$ cat src/rtl/cal_pkg.sv
`timescale 1ns/1ps
package cal_pkg;
    localparam int SEC_W  = 6;
    localparam int MIN_W  = 6;
    localparam int HOUR_W = 5;
    localparam int DOM_W  = 5;
    localparam int DOW_W  = 3;
    localparam int MON_W  = 4;
    localparam int YEAR_W = 7;

    typedef struct packed {
        logic [SEC_W-1:0]  sec;
        logic [MIN_W-1:0]  minute;
        logic [HOUR_W-1:0] hour;
        logic [DOM_W-1:0]  mday;
        logic [DOW_W-1:0]  wday;
        logic [MON_W-1:0]  month;
        logic [YEAR_W-1:0] year;
    } cal_t;

    // 1968-01-01 00:00:00, a Monday (0 = Sunday)
    localparam cal_t CAL_RESET = '{sec: '0, minute: '0, hour: '0,
                                   mday: DOM_W'(1), wday: DOW_W'(1),
                                   month: MON_W'(1), year: '0};

    function automatic logic [DOM_W-1:0] month_days(input logic [MON_W-1:0] mon,
                                                    input logic [YEAR_W-1:0] yr);
        case (mon)
            MON_W'(2):  return (yr[1:0] == 2'b00) ? DOM_W'(29) : DOM_W'(28);
            MON_W'(4), MON_W'(6), MON_W'(9), MON_W'(11): return DOM_W'(30);
            default:    return DOM_W'(31);
        endcase
    endfunction
endpackage

$ cat src/rtl/cal_advance.sv
`timescale 1ns/1ps
module cal_advance
    import cal_pkg::*;
(
    input  cal_t cur_i,
    output cal_t nxt_o
);
    logic last_day;

    always_comb begin
        nxt_o    = cur_i;
        last_day = (cur_i.mday == month_days(cur_i.month, cur_i.year));
        if (cur_i.sec != SEC_W'(59)) begin
            nxt_o.sec = cur_i.sec + SEC_W'(1);
        end else begin
            nxt_o.sec = '0;
            if (cur_i.minute != MIN_W'(59)) begin
                nxt_o.minute = cur_i.minute + MIN_W'(1);
            end else begin
                nxt_o.minute = '0;
                if (cur_i.hour != HOUR_W'(23)) begin
                    nxt_o.hour = cur_i.hour + HOUR_W'(1);
                end else begin
                    nxt_o.hour = '0;
                    nxt_o.wday = (cur_i.wday == DOW_W'(6)) ? '0 : cur_i.wday + DOW_W'(1);
                    if (!last_day) begin
                        nxt_o.mday = cur_i.mday + DOM_W'(1);
                    end else begin
                        nxt_o.mday = DOM_W'(1);
                        if (cur_i.month != MON_W'(12)) begin
                            nxt_o.month = cur_i.month + MON_W'(1);
                        end else begin
                            nxt_o.month = MON_W'(1);
                            nxt_o.year  = cur_i.year + YEAR_W'(1);
                        end
                    end
                end
            end
        end
    end
endmodule

$ cat src/rtl/cal_commit_ctl.sv
`timescale 1ns/1ps
module cal_commit_ctl #(
    parameter int BUSY_CYC = 4
) (
    input  logic clk_i,
    input  logic rst_ni,
    input  logic start_i,
    output logic busy_o,
    output logic fire_o
);
    localparam int CNT_W = $clog2(BUSY_CYC + 1);

    logic [CNT_W-1:0] cnt_d, cnt_q;

    always_comb begin
        cnt_d = cnt_q;
        if (cnt_q != '0)  cnt_d = cnt_q - CNT_W'(1);
        else if (start_i) cnt_d = CNT_W'(BUSY_CYC);
    end

    always_ff @(posedge clk_i) begin
        if (!rst_ni) cnt_q <= '0;
        else         cnt_q <= cnt_d;
    end

    assign busy_o = (cnt_q != '0);
    assign fire_o = (cnt_q == CNT_W'(1));
endmodule

$ cat src/rtl/cal_timekeeper.sv
`timescale 1ns/1ps
module cal_timekeeper
    import cal_pkg::*;
#(
    parameter int ADDR_W   = 8,
    parameter int DATA_W   = 16,
    parameter int BUSY_CYC = 4,
    parameter int BUSY_BIT = 6,
    parameter logic [ADDR_W-1:0] CTRL_ADDR = 'h00,
    parameter logic [ADDR_W-1:0] TIME_BASE = 'h0A,
    parameter logic [ADDR_W-1:0] TRIG_ADDR = 'h3C
) (
    input  logic              clk_i,
    input  logic              rst_ni,
    input  logic              tick_i,
    input  logic              wr_en_i,
    input  logic [ADDR_W-1:0] addr_i,
    input  logic [DATA_W-1:0] wdata_i,
    output logic [DATA_W-1:0] rdata_o
);
    localparam logic [ADDR_W-1:0] A_SEC  = TIME_BASE;
    localparam logic [ADDR_W-1:0] A_MIN  = TIME_BASE + ADDR_W'(2);
    localparam logic [ADDR_W-1:0] A_HOUR = TIME_BASE + ADDR_W'(4);
    localparam logic [ADDR_W-1:0] A_MDAY = TIME_BASE + ADDR_W'(6);
    localparam logic [ADDR_W-1:0] A_WDAY = TIME_BASE + ADDR_W'(8);
    localparam logic [ADDR_W-1:0] A_MON  = TIME_BASE + ADDR_W'(10);
    localparam logic [ADDR_W-1:0] A_YEAR = TIME_BASE + ADDR_W'(12);

    typedef struct packed {
        cal_t live;
        cal_t shadow;
    } tk_state_t;

    tk_state_t state_d, state_q;
    cal_t      adv;
    cal_t      live_w;
    logic      busy_w, fire_w, trig_start;

    assign trig_start = wr_en_i && (addr_i == TRIG_ADDR) && (wdata_i == DATA_W'(1));
    assign live_w     = state_q.live;

    cal_commit_ctl #(.BUSY_CYC(BUSY_CYC)) u_ctl (
        .clk_i  (clk_i),
        .rst_ni (rst_ni),
        .start_i(trig_start),
        .busy_o (busy_w),
        .fire_o (fire_w)
    );

    cal_advance u_adv (
        .cur_i(state_q.live),
        .nxt_o(adv)
    );

    always_comb begin
        state_d = state_q;
        if (fire_w)      state_d.live = state_q.shadow;
        else if (tick_i) state_d.live = adv;
        if (wr_en_i && !busy_w) begin
            case (addr_i)
                A_SEC:   state_d.shadow.sec    = wdata_i[SEC_W-1:0];
                A_MIN:   state_d.shadow.minute = wdata_i[MIN_W-1:0];
                A_HOUR:  state_d.shadow.hour   = wdata_i[HOUR_W-1:0];
                A_MDAY:  state_d.shadow.mday   = wdata_i[DOM_W-1:0];
                A_WDAY:  state_d.shadow.wday   = wdata_i[DOW_W-1:0];
                A_MON:   state_d.shadow.month  = wdata_i[MON_W-1:0];
                A_YEAR:  state_d.shadow.year   = wdata_i[YEAR_W-1:0];
                default: ;
            endcase
        end
    end

    always_ff @(posedge clk_i) begin
        if (!rst_ni) begin
            state_q.live   <= CAL_RESET;
            state_q.shadow <= CAL_RESET;
        end else begin
            state_q <= state_d;
        end
    end

    always_comb begin
        rdata_o = '0;
        case (addr_i)
            CTRL_ADDR: rdata_o[BUSY_BIT] = busy_w;
            A_SEC:     rdata_o = DATA_W'(state_q.live.sec);
            A_MIN:     rdata_o = DATA_W'(state_q.live.minute);
            A_HOUR:    rdata_o = DATA_W'(state_q.live.hour);
            A_MDAY:    rdata_o = DATA_W'(state_q.live.mday);
            A_WDAY:    rdata_o = DATA_W'(state_q.live.wday);
            A_MON:     rdata_o = DATA_W'(state_q.live.month);
            A_YEAR:    rdata_o = DATA_W'(state_q.live.year);
            default:   ;
        endcase
    end
endmodule

$ cat config.mk
export PLATFORM = sky130hd
export DESIGN_NAME = cal_timekeeper
export DESIGN_NICKNAME = d
export VERILOG_FILES = /design/src/rtl/cal_pkg.sv /design/src/rtl/cal_advance.sv /design/src/rtl/cal_commit_ctl.sv /design/src/rtl/cal_timekeeper.sv
export SDC_FILE = /design/constraint.sdc
export NUM_CORES = 1
export LEC_CHECK = 0
export BUFFER_PORTS_ARGS = -buffer_cell sky130_fd_sc_hd__buf_2
export CAP_MARGIN = 10
export CORE_ASPECT_RATIO = 0.6
export CORE_UTILIZATION = 65
export CTS_BUF_LIST = sky130_fd_sc_hd__clkbuf_16
export DETAILED_ROUTE_END_ITERATION = 10
export HOLD_SLACK_MARGIN = 0.12
export PLACE_DENSITY = 0.84
export SKIP_LAST_GASP = 1
export SYNTH_ARGS = -nofsm -noshare
export SYNTH_HDL_FRONTEND = slang
export SYNTH_HIERARCHICAL = 1
export SYNTH_SLANG_ARGS = --single-unit
$ cat constraint.sdc
create_clock -name clk_i -period 7.6 [get_ports clk_i]
set_clock_uncertainty 0.1 [all_clocks]
set_input_delay 0.76 -clock clk_i [delete_from_list [all_inputs] [get_ports clk_i]]
set_output_delay 0.76 -clock clk_i [all_outputs]
set_load 0.01 [all_outputs]
== Yosys cells after proc, flatten, opt, wreduce, memory -nomap -nowiden ==
Cells that the tools add are included.
Storage, ports and cells
  bits in registers: 75
  input bits: 28
  output and inout port bits: 16
  word-level logic and storage cells: 90
Operators by class
  add/sub/neg operators: 8
  eq/ne operators: 25
  multiplexer cells: 19
  reductions and logical operators: 23
Operators by type and width (number)
  two-way mux 36 bit: 2
  case mux 6 bit (7 select lines): 1
  == test 8 x 5 -> 1 bit, second input constant: 4
  two-way mux 30 bit: 1
  == test 8 x 4 -> 1 bit, second input constant: 3
  two-way mux 24 bit: 1
  two-way mux 19 bit: 1
  == test 16 x 1 -> 1 bit, second input constant: 1
  AND reduction 2 bit: 8
  adder 6 x 1 -> 6 bit, second input constant: 2
  two-way mux 6 bit: 2
  != test 6 bit, second input constant: 2
  two-way mux 11 bit: 1
  adder 5 x 1 -> 5 bit, second input constant: 2
  two-way mux 5 bit: 2
  case mux 5 bit (2 select lines): 1
  two-way mux 3 bit: 3
  == test 4 x 3 -> 1 bit, second input constant: 2
  == test 4 bit, second input constant: 2
  == test 8 x 6 -> 1 bit, second input constant: 1
  logical NOT 8 bit: 1
  != test 2 bit, second input constant: 4
  adder 7 x 1 -> 7 bit, second input constant: 1
  two-way mux 7 bit: 1
  other kinds (22): 26

== Logic depth before layout (Yosys ltp) ==
  word-level depth: 10
  depth in mapped cells: 11
  gate-level depth less buffers: 10

== Modules after synthesis ==
Netlist, hierarchy kept.
Modules (own cells, without submodules)
  cal_timekeeper: times used 1, cells each 393, area each 3639.7 um2, sequential area each 1441.4 um2
  cal_advance: times used 1, cells each 170, area each 1152.4 um2, sequential area each 0.0 um2
  cal_commit_ctl: times used 1, cells each 13, area each 127.6 um2, sequential area each 60.1 um2

== Least setup slack after synthesis ==
OpenSTA, ideal clock, no wires.
  path type: input port to output port
  start: input addr_i[1]
  end: output rdata_o[2]
  arrival: 1.958 ns
  required time: 6.740 ns
  path slack: 4.782 ns
  stages: 5
  buffers on the path: 2
  cells stage by stage: clkbuf_1 -> buf_2 -> mux4_2 -> nand3_1 -> o21ai_0
On the way
  word-level cells in the longest chain between the ends: 2
  elaborated cells between the ends (all ways): 8
  those cells by class: 7 x eq/ne; 1 x mux
RTL lines
  start: declaration: RTL line cal_timekeeper.sv:17  | input logic [ADDR_W-1:0] addr_i,
  == test 8 x 5 -> 1 bit / == test 8 x 4 -> 1 bit (equally long branches): RTL line cal_timekeeper.sv:84  | case (addr_i)
  case mux 6 bit (7 select lines) *: RTL line cal_timekeeper.sv:84
  end: declaration: RTL line cal_timekeeper.sv:19  | output logic [DATA_W-1:0] rdata_o
Mark *: on every way between the ends. The rest lies on a longest branch, timed or not.

== Worst setup path after layout ==
  start: input addr_i[1]
  end: output rdata_o[3]
Same word-level chain as after synthesis.

==> impl_summary.txt <==
----------------------------------------------------
[Outcome]
  Result of the run ... completed

[Detailed routing]
  DRC violations left ... 0
  Vias per std cell ... 6.13
  ANT nets after route ... 0
  Via count ... 4,265
  Number of iterations in the first detailed-routing pass ... 5
  Overall routed net length ... 11.9 mm
  Average wire per standard cell ... 17.1 um
  Number of DRC violations after detailed-routing iteration 0 ... 451

[Synth]
  Most frequently used cell type in the post-synthesis netlist ... mux2i_1
  Flip-flop and latch count after synthesis ... 75
  EDFF count, synth ... 0
  Commonest cells in the netlist ... 77 x mux2i_1, 76 x nand2_1, 75 x dfxtp_1
  Top_reg_cell synth ... dfxtp_1
  Synthesis warning total ... 6
  Sequential fraction of the synthesis area ... 0.305
  Top cell type's share of synthesized area ... 0.305
  Syn_area_per_cell ... 8.54 um2
  Top area cells in the synthesized netlist ... dfxtp_1 31%, mux2i_1 16%, nand2_1 5.8%
  Total standard cell area after synthesis ... 0.00492 mm2
  Number of instances in the synthesized netlist ... 576
  Fraction of synthesis flops using an asynchronous set or reset pin ... 0
  Cell type contributing the most total cell area after synthesis ... dfxtp_1
  Number of distinct standard cells referenced by the synthesized netlist ... 68

[Layout]
  Nets ... 626
  Layout cell share with drive strength beyond 1 ... 0.132
  Post-route non-filler standard cell count ... 696
  Ant diodes ... 0
  Layout-stage area growth over the synthesis result ... 7.96%

[Critical path]
  Reg-to-reg endpoint ... live_w[7]$_SDFFE_PN1P_
  Data arrival time of the critical path ... 2.50 ns
  Worst R2R Start ... live_w[31]$_SDFFE_PN0P_
  Largest fanout of any net on the critical path ... 17
  Required time at the worst-slack endpoint ... 6.74 ns
  Launching element type of the critical path ... input port
  Start point of the critical path ... addr_i[1]
  Last element of the critical path ... rdata_o[3]
  Critical path capture point type ... primary output
  Worst Path Class, Setup ... in -> out
  Setup slack, reg-to-reg ... 4.29 ns
  R2r worst-path depth ... 8

[Place]
  Number of buffer cells added on primary ports ... 34
  Global placer's final weighted congestion ... 0.996
  Pre-CTS WS ... 4.28 ns
  Placed cells ... 681
  DPL Wire Length ... 8.16 mm

[STA]
  RSZ-0062 raised after global routing ... no
  Max Clk Rate ... 297 MHz
  Time the worst path needs with I/O delays and setup ... 3.36 ns
  Slew margin rel. ... 0.258
  Portion of the clock cycle consumed by the worst path in the final layout ... 0.443
  Worst Max-Slew Pin Slew ... 1.11 ns
  Slew Limit Fails ... 0
  PnR worst setup slack ... 4.24 ns
  Final setup violation count ... 0
  Accumulated negative setup slack ... 0 ns
  Final hold vios ... 0

[Clock tree]
  Clock Root Buffer ... clkbuf_16
  Clock latency at the later pin of the worst-skew pair ... 0.34 ns
  Clock Tree Buf Depth ... 2
  Clock transition at the registers of the reported paths ... 0.05 ns
  Total clock buffers created by CTS ... 9
  Clock tree from TritonCTS ... done
  Number of gates resized after cts ... 0
  Num Clock Sinks ... 75
  Post CTS Setup Buffer Count ... 0
  Number of buffers added to fix hold violations after cts ... 0
  CTS H-Tree Depth ... 3

[Pwr]
  Total power draw ... 819 uW
  Total power per unit cell area ... 154 mW/mm2
  Leak Pwr ... 2.14 nW
  Worst-case vdd ir drop ... 0.000134 V

[Die]
  Standard cell core area ... 0.00730 mm2
  Starting density of the core ... 0.674
  Count of pins on the block boundary ... 44
  Horizontal die dimension ... 114 um
  Number of cell rows ... 24
  Die boundary height ... 69.4 um
  Full die area ... 0.00793 mm2

[Global route]
  First-pass GRT wire length ... 19.4 mm
  Pin count of the biggest net entering global routing ... 76
  Overflow left after global routing ... 0
  Aggregate global-route resource usage ... 0.323
  Number of antenna violations at the first check in global routing ... 0
  Via count of the first global-routing pass ... 3,827

[Worst hold path]
  Worst hold path class ... reg -> reg

[Run]
  Max Cap Viol ... 0

----------------------------------------------------
-- per-layer routing --
| metal | part of all wire | vias up | global-route usage |
|---|---|---|---|
| li1 | - | 2062 | - |
| met1 | 0.47 | 1987 | 0.463 |
| met2 | 0.42 | 188 | 0.455 |
| met3 | 0.091 | 28 | 0.0918 |
| met4 | 0.023 | 0 | 0.124 |
| met5 | 0 | - | 0 |
-- worst max-delay path: stages --
cell and delay, ns:
buf_2 0.31, nor4bb_1 0.86, o2bb2ai_1 0.19, nand2_1 0.07
o211ai_1 0.14, buf_2 0.18
-- flip-flops by register name, summed over array words and instances (netlist names) --
name and count:
state_q 36, live_w 36, u_ctl/cnt_q 3
-- logic make-up (layout without fill, tap and decap cells) --
group	count (synthesis)	count (layout)	share of synthesized area
and+or+nand+nor	242	242	0.278
AOI/OAI and AO/OA	96	96	0.134
muxes	89	89	0.189
DFF	75	75	0.305
buffers and inverters	53	61	0.0496
adders and majority gates	10	10	0.0254
xor gates and xnor gates	10	10	0.0178
other	1	9	0.000762
-- layout make-up --
cell class                 count  area (um2)
tap                          104         130
clock buffer                   9         225
fill                         551        1990
inverter                      10        37.5
multi-input combinational    456        3210
clock inverter                 6        26.3
sequential                    75        1500
timing repair buffer          36         185
-- report_power, final --
| part | leakage (nW) | internal (mW) | switching [mW] | total, mW |
|---|---|---|---|---|
| combinational | 1.40 | 0.0188 | 0.0312 | 0.0501 |
| sequential | 0.604 | 0.395 | 0.00205 | 0.397 |
| clock | 0.135 | 0.213 | 0.159 | 0.373 |
| total | 2.14 | 0.627 | 0.192 | 0.819 |
-- through the flow --
stage | hold slack [ns] | util | instance area [um2]
final | 0.374 | 0.728 | 5310
after floorplan | 0.344 | - | 4950
after detailed placement | 0.365 | 0.693 | 5060
after CTS | 0.379 | 0.728 | 5310
after global routing | 0.396 | 0.728 | 5310
after global placement | 0.353 | 0.693 | 5060
-- layout by cell type (no fill, tap or decap), types with 3 or more instances in the layout --
master,n
nor3_1,5
buf_2,34
and4b_1,3
conb_1,9
xnor2_1,4
nor4_1,3
clkbuf_16,9
nor4b_1,3
a31oi_1,3
nor2b_1,38
nor2_1,20
nand3_2,4
clkinv_2,3
nand3_1,18
nand2_1,76
ha_1,10
nor3b_1,4
o22ai_1,3
or3b_1,3
a22oi_1,3
a21o_1,4
and2_1,35
o21ai_0,45
mux2_2,9
a21oi_1,8
nand2b_1,4
o2bb2ai_1,3
inv_1,12
o211ai_1,5
mux2i_1,77
nand4_1,7
dfxtp_1,75
xor2_1,6
-- worst min-delay path by stage --
stage               slack [ns]                      from  cells after the start                        to
CTS                       0.38  state_q[14]$_SDFFE_PN1P_                      2  state_q[14]$_SDFFE_PN1P_
finish                    0.37  state_q[11]$_SDFFE_PN1P_                      2   live_w[11]$_SDFFE_PN1P_
detailed placement        0.36  state_q[14]$_SDFFE_PN1P_                      2  state_q[14]$_SDFFE_PN1P_
global route              0.40   state_q[7]$_SDFFE_PN1P_                      2    live_w[7]$_SDFFE_PN1P_
global placement          0.35  state_q[11]$_SDFFE_PN1P_                      2   live_w[11]$_SDFFE_PN1P_
floorplan                 0.34  state_q[11]$_SDFFE_PN1P_                      2   live_w[11]$_SDFFE_PN1P_
(Power assumes the default switching activity.)
